## src/rtl/msr_pkg.sv

```systemverilog
package msr_pkg;
  localparam int LINES = 4;
  localparam int IDX_CTS = 0;
  localparam int IDX_DSR = 1;
  localparam int IDX_RI  = 2;
  localparam int IDX_CD  = 3;

  // Change mask between two status snapshots: any toggle counts,
  // except the ring line which reports only its 1 -> 0 transition.
  function automatic logic [LINES-1:0] delta_mask(input logic [LINES-1:0] prev_s,
                                                  input logic [LINES-1:0] next_s);
    logic [LINES-1:0] d;
    d = prev_s ^ next_s;
    d[IDX_RI] = prev_s[IDX_RI] & ~next_s[IDX_RI];
    return d;
  endfunction

  function automatic logic any_set(input logic [LINES-1:0] v);
    return |v;
  endfunction
endpackage

```

## src/rtl/msr_sync.sv

```systemverilog
module msr_sync #(
  parameter int STAGES = 2,
  parameter int W      = 4
) (
  input  logic         clk,
  input  logic         rst_n,
  input  logic [W-1:0] din,
  output logic [W-1:0] dout
);
  logic [W-1:0] stage_q [STAGES];

  // Idle pins are high, so the chain resets to ones.
  always_ff @(posedge clk or negedge rst_n) begin
    if (!rst_n) begin
      for (int s = 0; s < STAGES; s++) stage_q[s] <= '1;
    end else begin
      stage_q[0] <= din;
      for (int s = 1; s < STAGES; s++) stage_q[s] <= stage_q[s-1];
    end
  end

  assign dout = stage_q[STAGES-1];
endmodule

```

## src/rtl/msr_src_mux.sv

```systemverilog
module msr_src_mux #(
  parameter int W = 4
) (
  input  logic         loop_sel,
  input  logic [W-1:0] pins_sync_n,
  input  logic [W-1:0] ctrl_bits,
  output logic [W-1:0] live_stat
);
  for (genvar i = 0; i < W; i++) begin : g_line
    assign live_stat[i] = loop_sel ? ctrl_bits[i] : ~pins_sync_n[i];
  end
endmodule

```

## src/rtl/msr_delta.sv

```systemverilog
module msr_delta
  import msr_pkg::*;
#(
  parameter int W = LINES
) (
  input  logic         clk,
  input  logic         rst_n,
  input  logic [W-1:0] live_stat,
  input  logic         rd_clr,
  output logic [W-1:0] stat_q,
  output logic [W-1:0] flag_q,
  output logic [W-1:0] chg_evt
);
  assign chg_evt = delta_mask(stat_q, live_stat);

  always_ff @(posedge clk or negedge rst_n) begin
    if (!rst_n) begin
      stat_q <= '0;
      flag_q <= '0;
    end else begin
      stat_q <= live_stat;
      flag_q <= (rd_clr ? '0 : flag_q) | chg_evt;
    end
  end

  for (genvar i = 0; i < W; i++) begin : g_chk

    flag_needs_event_chk: assert property (@(posedge clk) disable iff (!rst_n)
      $rose(flag_q[i]) |-> $past(chg_evt[i]));

    read_clears_chk: assert property (@(posedge clk) disable iff (!rst_n)
      (rd_clr && !chg_evt[i]) |=> !flag_q[i]);

    event_wins_chk: assert property (@(posedge clk) disable iff (!rst_n)
      chg_evt[i] |=> flag_q[i]);

    flag_sticky_chk: assert property (@(posedge clk) disable iff (!rst_n)
      (flag_q[i] && !rd_clr) |=> flag_q[i]);
  end


  ring_trailing_chk: assert property (@(posedge clk) disable iff (!rst_n)
    $rose(flag_q[IDX_RI]) |-> ($past(stat_q[IDX_RI]) && !stat_q[IDX_RI]));
endmodule

```

## src/rtl/modem_status_unit.sv

```systemverilog
module modem_status_unit
  import msr_pkg::*;
#(
  parameter int SYNC_STAGES = 2
) (
  input  logic             clk,
  input  logic             rst_n,
  input  logic [LINES-1:0] pins_n,
  input  logic             loopback_en,
  input  logic [LINES-1:0] mcr_bits,
  input  logic             msr_rd,
  input  logic             int_en,
  output logic [7:0]       msr_q,
  output logic             irq_o
);
  localparam int W = LINES;

  logic [W-1:0] pins_sync_n;
  logic [W-1:0] live_stat;
  logic [W-1:0] stat_q;
  logic [W-1:0] flag_q;
  logic [W-1:0] chg_evt;

  msr_sync #(.STAGES(SYNC_STAGES), .W(W)) u_sync (
    .clk   (clk),
    .rst_n (rst_n),
    .din   (pins_n),
    .dout  (pins_sync_n)
  );

  msr_src_mux #(.W(W)) u_mux (
    .loop_sel    (loopback_en),
    .pins_sync_n (pins_sync_n),
    .ctrl_bits   (mcr_bits),
    .live_stat   (live_stat)
  );

  msr_delta #(.W(W)) u_delta (
    .clk       (clk),
    .rst_n     (rst_n),
    .live_stat (live_stat),
    .rd_clr    (msr_rd),
    .stat_q    (stat_q),
    .flag_q    (flag_q),
    .chg_evt   (chg_evt)
  );

  assign msr_q = {stat_q, flag_q};
  assign irq_o = int_en & any_set(flag_q);


  loop_follows_ctrl_chk: assert property (@(posedge clk) disable iff (!rst_n)
    loopback_en |=> (msr_q[7:4] == $past(mcr_bits)));

  irq_needs_flag_chk: assert property (@(posedge clk) disable iff (!rst_n)
    irq_o |-> (int_en && msr_q[3:0] != 4'h0));

  irq_raised_chk: assert property (@(posedge clk) disable iff (!rst_n)
    (int_en && msr_q[3:0] != 4'h0) |-> irq_o);
endmodule

```

## config.mk

```make
export PLATFORM = sky130hd
export DESIGN_NAME = modem_status_unit
export DESIGN_NICKNAME = d
export VERILOG_FILES = /design/src/rtl/msr_pkg.sv /design/src/rtl/msr_sync.sv /design/src/rtl/msr_src_mux.sv /design/src/rtl/msr_delta.sv /design/src/rtl/modem_status_unit.sv
export SDC_FILE = /design/constraint.sdc
export NUM_CORES = 1
export LEC_CHECK = 0
export BUFFER_PORTS_ARGS = -buffer_cell sky130_fd_sc_hd__buf_2
export CAP_MARGIN = 40
export CORE_UTILIZATION = 40
export CTS_BUF_LIST = sky130_fd_sc_hd__clkbuf_4 sky130_fd_sc_hd__clkbuf_8 sky130_fd_sc_hd__clkbuf_16
export CTS_CLUSTER_SIZE = 28
export DETAILED_ROUTE_END_ITERATION = 8
export PLACE_DENSITY = 0.7
export SYNTH_ARGS = -nofsm -noshare
export SYNTH_HDL_FRONTEND = slang
export SYNTH_SLANG_ARGS = --single-unit
```

## constraint.sdc

```tcl
create_clock -name clk -period 0.8 [get_ports clk]
set_input_delay 0.04 -clock clk [delete_from_list [all_inputs] [get_ports clk]]
set_output_delay 0.04 -clock clk [all_outputs]
set_load 0.01 [all_outputs]
```

**Word-level counts from Yosys, hierarchy flattened**

Index checks and enable logic that the tools add are counted.

- Register bits after elaboration: 16
- Word-level logic and storage cells: 19
- Input port bits: 13
- Output and inout port bits: 9

- Multiplexer cells: 5
- Reductions and logical operators: 1
- Bitwise logic cells: 9

Operators with widths:

| kind | number |
|---|---|
| inverter 1 bit | 5 |
| two-way mux 1 bit | 4 |
| two-way mux 4 bit | 1 |
| OR 4 bit | 1 |
| OR reduction 4 bit | 1 |
| bitwise XOR 4 bit | 1 |
| AND 1 bit | 2 |

**Logic depth before layout (Yosys ltp)**

- Depth after elaboration: 5
- Mapped depth: 3
- Mapped depth without buffers: 3

**By module**

A second synthesis with hierarchy kept.

- Cell total of the unflattened synthesis: 38
- Area, all modules: 553.0 sq um

Modules (own cells, without submodules):

| module | area each (sq um) | sequential area each (sq um) | cells each | instances |
|---|---|---|---|---|
| msr_delta | 266.5 | 200.2 | 17 | 1 |
| msr_sync | 240.2 | 210.2 | 12 | 1 |
| msr_src_mux | 35.0 | 0.0 | 8 | 1 |
| modem_status_unit | 11.3 | 0.0 | 1 | 1 |

**Least setup slack after synthesis**

No wires, ideal clock.

- Path kind: flip-flop to output port
- Start point: reg u_delta.flag_q[1]
- End point: out irq_o
- Stages on the path, launching flop included: 2
- Data arrival time: 0.863 ns
- Setup slack: -0.103 ns
- Buffers on the path: 0
- Data required time: 0.760 ns
- Path through: dfrtp_1 > o41a_1

- Cells in the longest elaborated chain, start to end: 2

Ends and longest elaborated chain:

| item | line | source |
|---|---|---|
| from (decl) | msr_delta.sv:11 | `output logic [W-1:0] flag_q,` |
| from (signal assigned) | msr_delta.sv:22 | `flag_q <= (rd_clr ? '0 : flag_q) \| chg_evt;` |
| OR reduction 4 bit | msr_pkg.sv:19 | `return \|v;` |
| AND 1 bit | modem_status_unit.sv:49 | `assign irq_o = int_en & any_set(flag_q);` |
| to (decl) | modem_status_unit.sv:14 | `output logic irq_o` |

Every way passes these cells.

**Worst setup path after layout**

- Start point: reg u_delta.flag_q[0]
- End point: out irq_o

The elaborated chain is that of the path after synthesis.

==> impl_metrics.toml <==
[status]
status = "complete, but fails checks"
violations = "negative setup slack"

[clock_network]
numCtsBuffers = 3
cts_sinks = 16
cts_buffer_depth = 2
root_buffer = "clkbuf_4"
ctsHtreeMaxLevel = 1
clk_pin_slew_worst_paths_ns = 0.08
cts_tree = "done"
clkLatencyLatePin_ns = 0.28

[setup_path]
path_cells = "o41a_1 > buf_2"
crit_path_max_fanout = 2
worst_path_largest_cell_delay_ns = 0.40
critPathArrivalTime_ns = 1.20
critPathCaptureType = "primary output"
cpLargestDelayFamily = "compound AO/OA/AOI/OAI gates"
critPathRequiredTime_ns = 0.76
worst_setup_path_start_kind = "flop"
critPathSlowestCell = "o41a_1"
path_buf_inv = 1
path_class = "flop to primary output"

[job]
maxCapViolations = 0

[timing]
worst_pin_slew_ns = 0.334
setup_ws_ns = -0.444
whs_ns = 0.00164
rsz0062_at_grt = "true"
maxSlewHeadroom = 0.777
setup_violations = 12
post-route-period-util = 1.55
fin_tns_setup_ns = -1.41
final_max_slew_viol_count = 0
period_minus_slack_ns = 1.24
fin_skew_ns = 0.00127
fmax_mhz = 804
timing.final.hold_violations = 0

[global_route]
grt-ovfl-total = 0
use_met1 = 0.144
use_met2 = 0.296
grt_max_degree = 17
grt_pass1_vias = 395
track_usage = 0.152
grt-busiest-layer = "met2"
grt_use_met3 = 0.0170
antenna_found_initial = 0
grt_pass1_wl_um = 1480

[power]
ir_drop_mv = 1.44
p_leak_nw = 0.440
p_per_area_nw_per_um2 = 1990

[synth]
ys_ff_latch = 16
synth_top_area_frac = 0.376
synthCells = 40
syn_nets = 53
synth_area_um2 = 559
postSynthAreaPerCell_um2 = 14.0
synth_cell_type_count = 10
yosys_warnings = 0
ys_top_cells_by_area = "dfstp_2 (38%), dfrtp_1 (36%), mux2i_1 (8.9%)"
yosysTopAreaCell = "dfstp_2"
ys_seq_area_frac = 0.734

[floorplan]
std_cell_rows = 13
core_area_um2 = 1300
die_x_um = 39.4
die_area_um2 = 1550
ios = 22
die_h_um = 39.4
start_util = 0.430

[layout]
final_net_count = 90
num_antenna_cells = 0
final_cell_mix = "buf_2 (17), dfrtp_1 (8), dfstp_2 (8), dlygate4sd3_1 (6), buf_6 (6)"
final_area_um2 = 888
mostFrequentLayoutCell = "buf_2"
syn2layout_area_growth_pct = 58.8
drive_gt1_frac = 0.605

[route]
drc = 0
drt_iter0_drc = 0
via_count = 406
antenna_left = 0
vias_per_cell = 4.46
wl_um = 965
post_drt_wl_per_cell_um = 10.6
dr.pass1.iters = 1

[worst_hold_path]
hold_path_class = "primary input to flop"

[place]
pre_cts_slack_ns = -0.150
hpwl_um = 660
placed_area_um2 = 716
gp_congestion = 0.650
portBuffers = 21
[final timing paths]
path,cells after the start,to,start,slack [ns]
min,3,u_delta.stat_q[2],mcr_bits[2],0.002
max in group asynchronous,2,u_sync.stage_q[6],rst_n,0.31
min reg2reg,0,u_sync.dout[1],u_sync.stage_q[5],0.36
max reg2reg,4,u_delta.flag_q[1],u_delta.flag_q[1],-0.15
max,2,irq_o,u_delta.flag_q[0],-0.44
min in group asynchronous,2,u_delta.flag_q[0],rst_n,0.20
[cells in the mapped netlist]
cell type	n
dfrtp_1	8
dfstp_2	8
nor2b_1	6
mux2i_1	5
inv_1	4
nor2_1	3
nand2_1	2
o21ai_0	2
o22ai_1	1
o41a_1	1
[worst min-delay path: cells and delay by family]
kind / cells / cell delay (ns)
buf+inv: 1 / 0.08
compound gates: 1 / 0.07
simple gates: 1 / 0.05
[registers in the layout (all words and copies together) (netlist names)]
name	count
u_sync.stage_q	4
u_delta.flag_q	4
u_delta.stat_q	4
u_sync.dout	4
[cell families (layout without fill, tap and decap cells)]
| kind of cell | Yosys count | after routing | synth area share |
|---|---|---|---|
| muxes | 5 | 5 | 0.0895 |
| buffers and inverters | 4 | 40 | 0.0268 |
| DFF | 16 | 16 | 0.734 |
| and+or+nand+nor | 11 | 11 | 0.101 |
| AOI/OAI and AO/OA | 4 | 4 | 0.0492 |
[power breakdown]
part	switching [mW]	internal [mW]
Combinational	0.135	0.206
Clock	0.229	0.277
Sequential	0.0346	0.887
[final cells by class]
cell class                      count  area [µm²]
Multi-Input combinational cell     20         173
Timing Repair Buffer               32         235
Clock buffer                        4        36.3
Tap cell                           15        18.8
Inverter                            4        15.0
Sequential cell                    16         410
Fill cell                         107         413
[through the flow]
stage / utilization / instances / total power [mW]
final: 0.683 / 91 / 1.77
after global routing: 0.683 / 91 / 1.86
after CTS: 0.663 / 90 / 1.78
after detailed placement: 0.550 / 78 / 1.17
after global placement: 0.550 / 78 / 1.17
after floorplan: - / 40 / 1.04
[routing by layer]
| layer | vias up | share of wire | wire (µm) |
|---|---|---|---|
| li1 | 202 | - | - |
| met1 | 189 | 0.40 | 382 |
| met2 | 15 | 0.56 | 545 |
| met3 | 0 | 0.038 | 37 |
| met4 | 0 | 0 | 0 |
| met5 | - | 0 | 0 |
[timing repair]
item	4_1_cts	5_1_grt
gates resized for setup	9	5
setup buffers	3	2
hold buffers	6	0
hold endpoints to repair	21	0
pin swaps	0	2
setup endpoints to repair	13	13
Power figures use the tool's default switching activity.
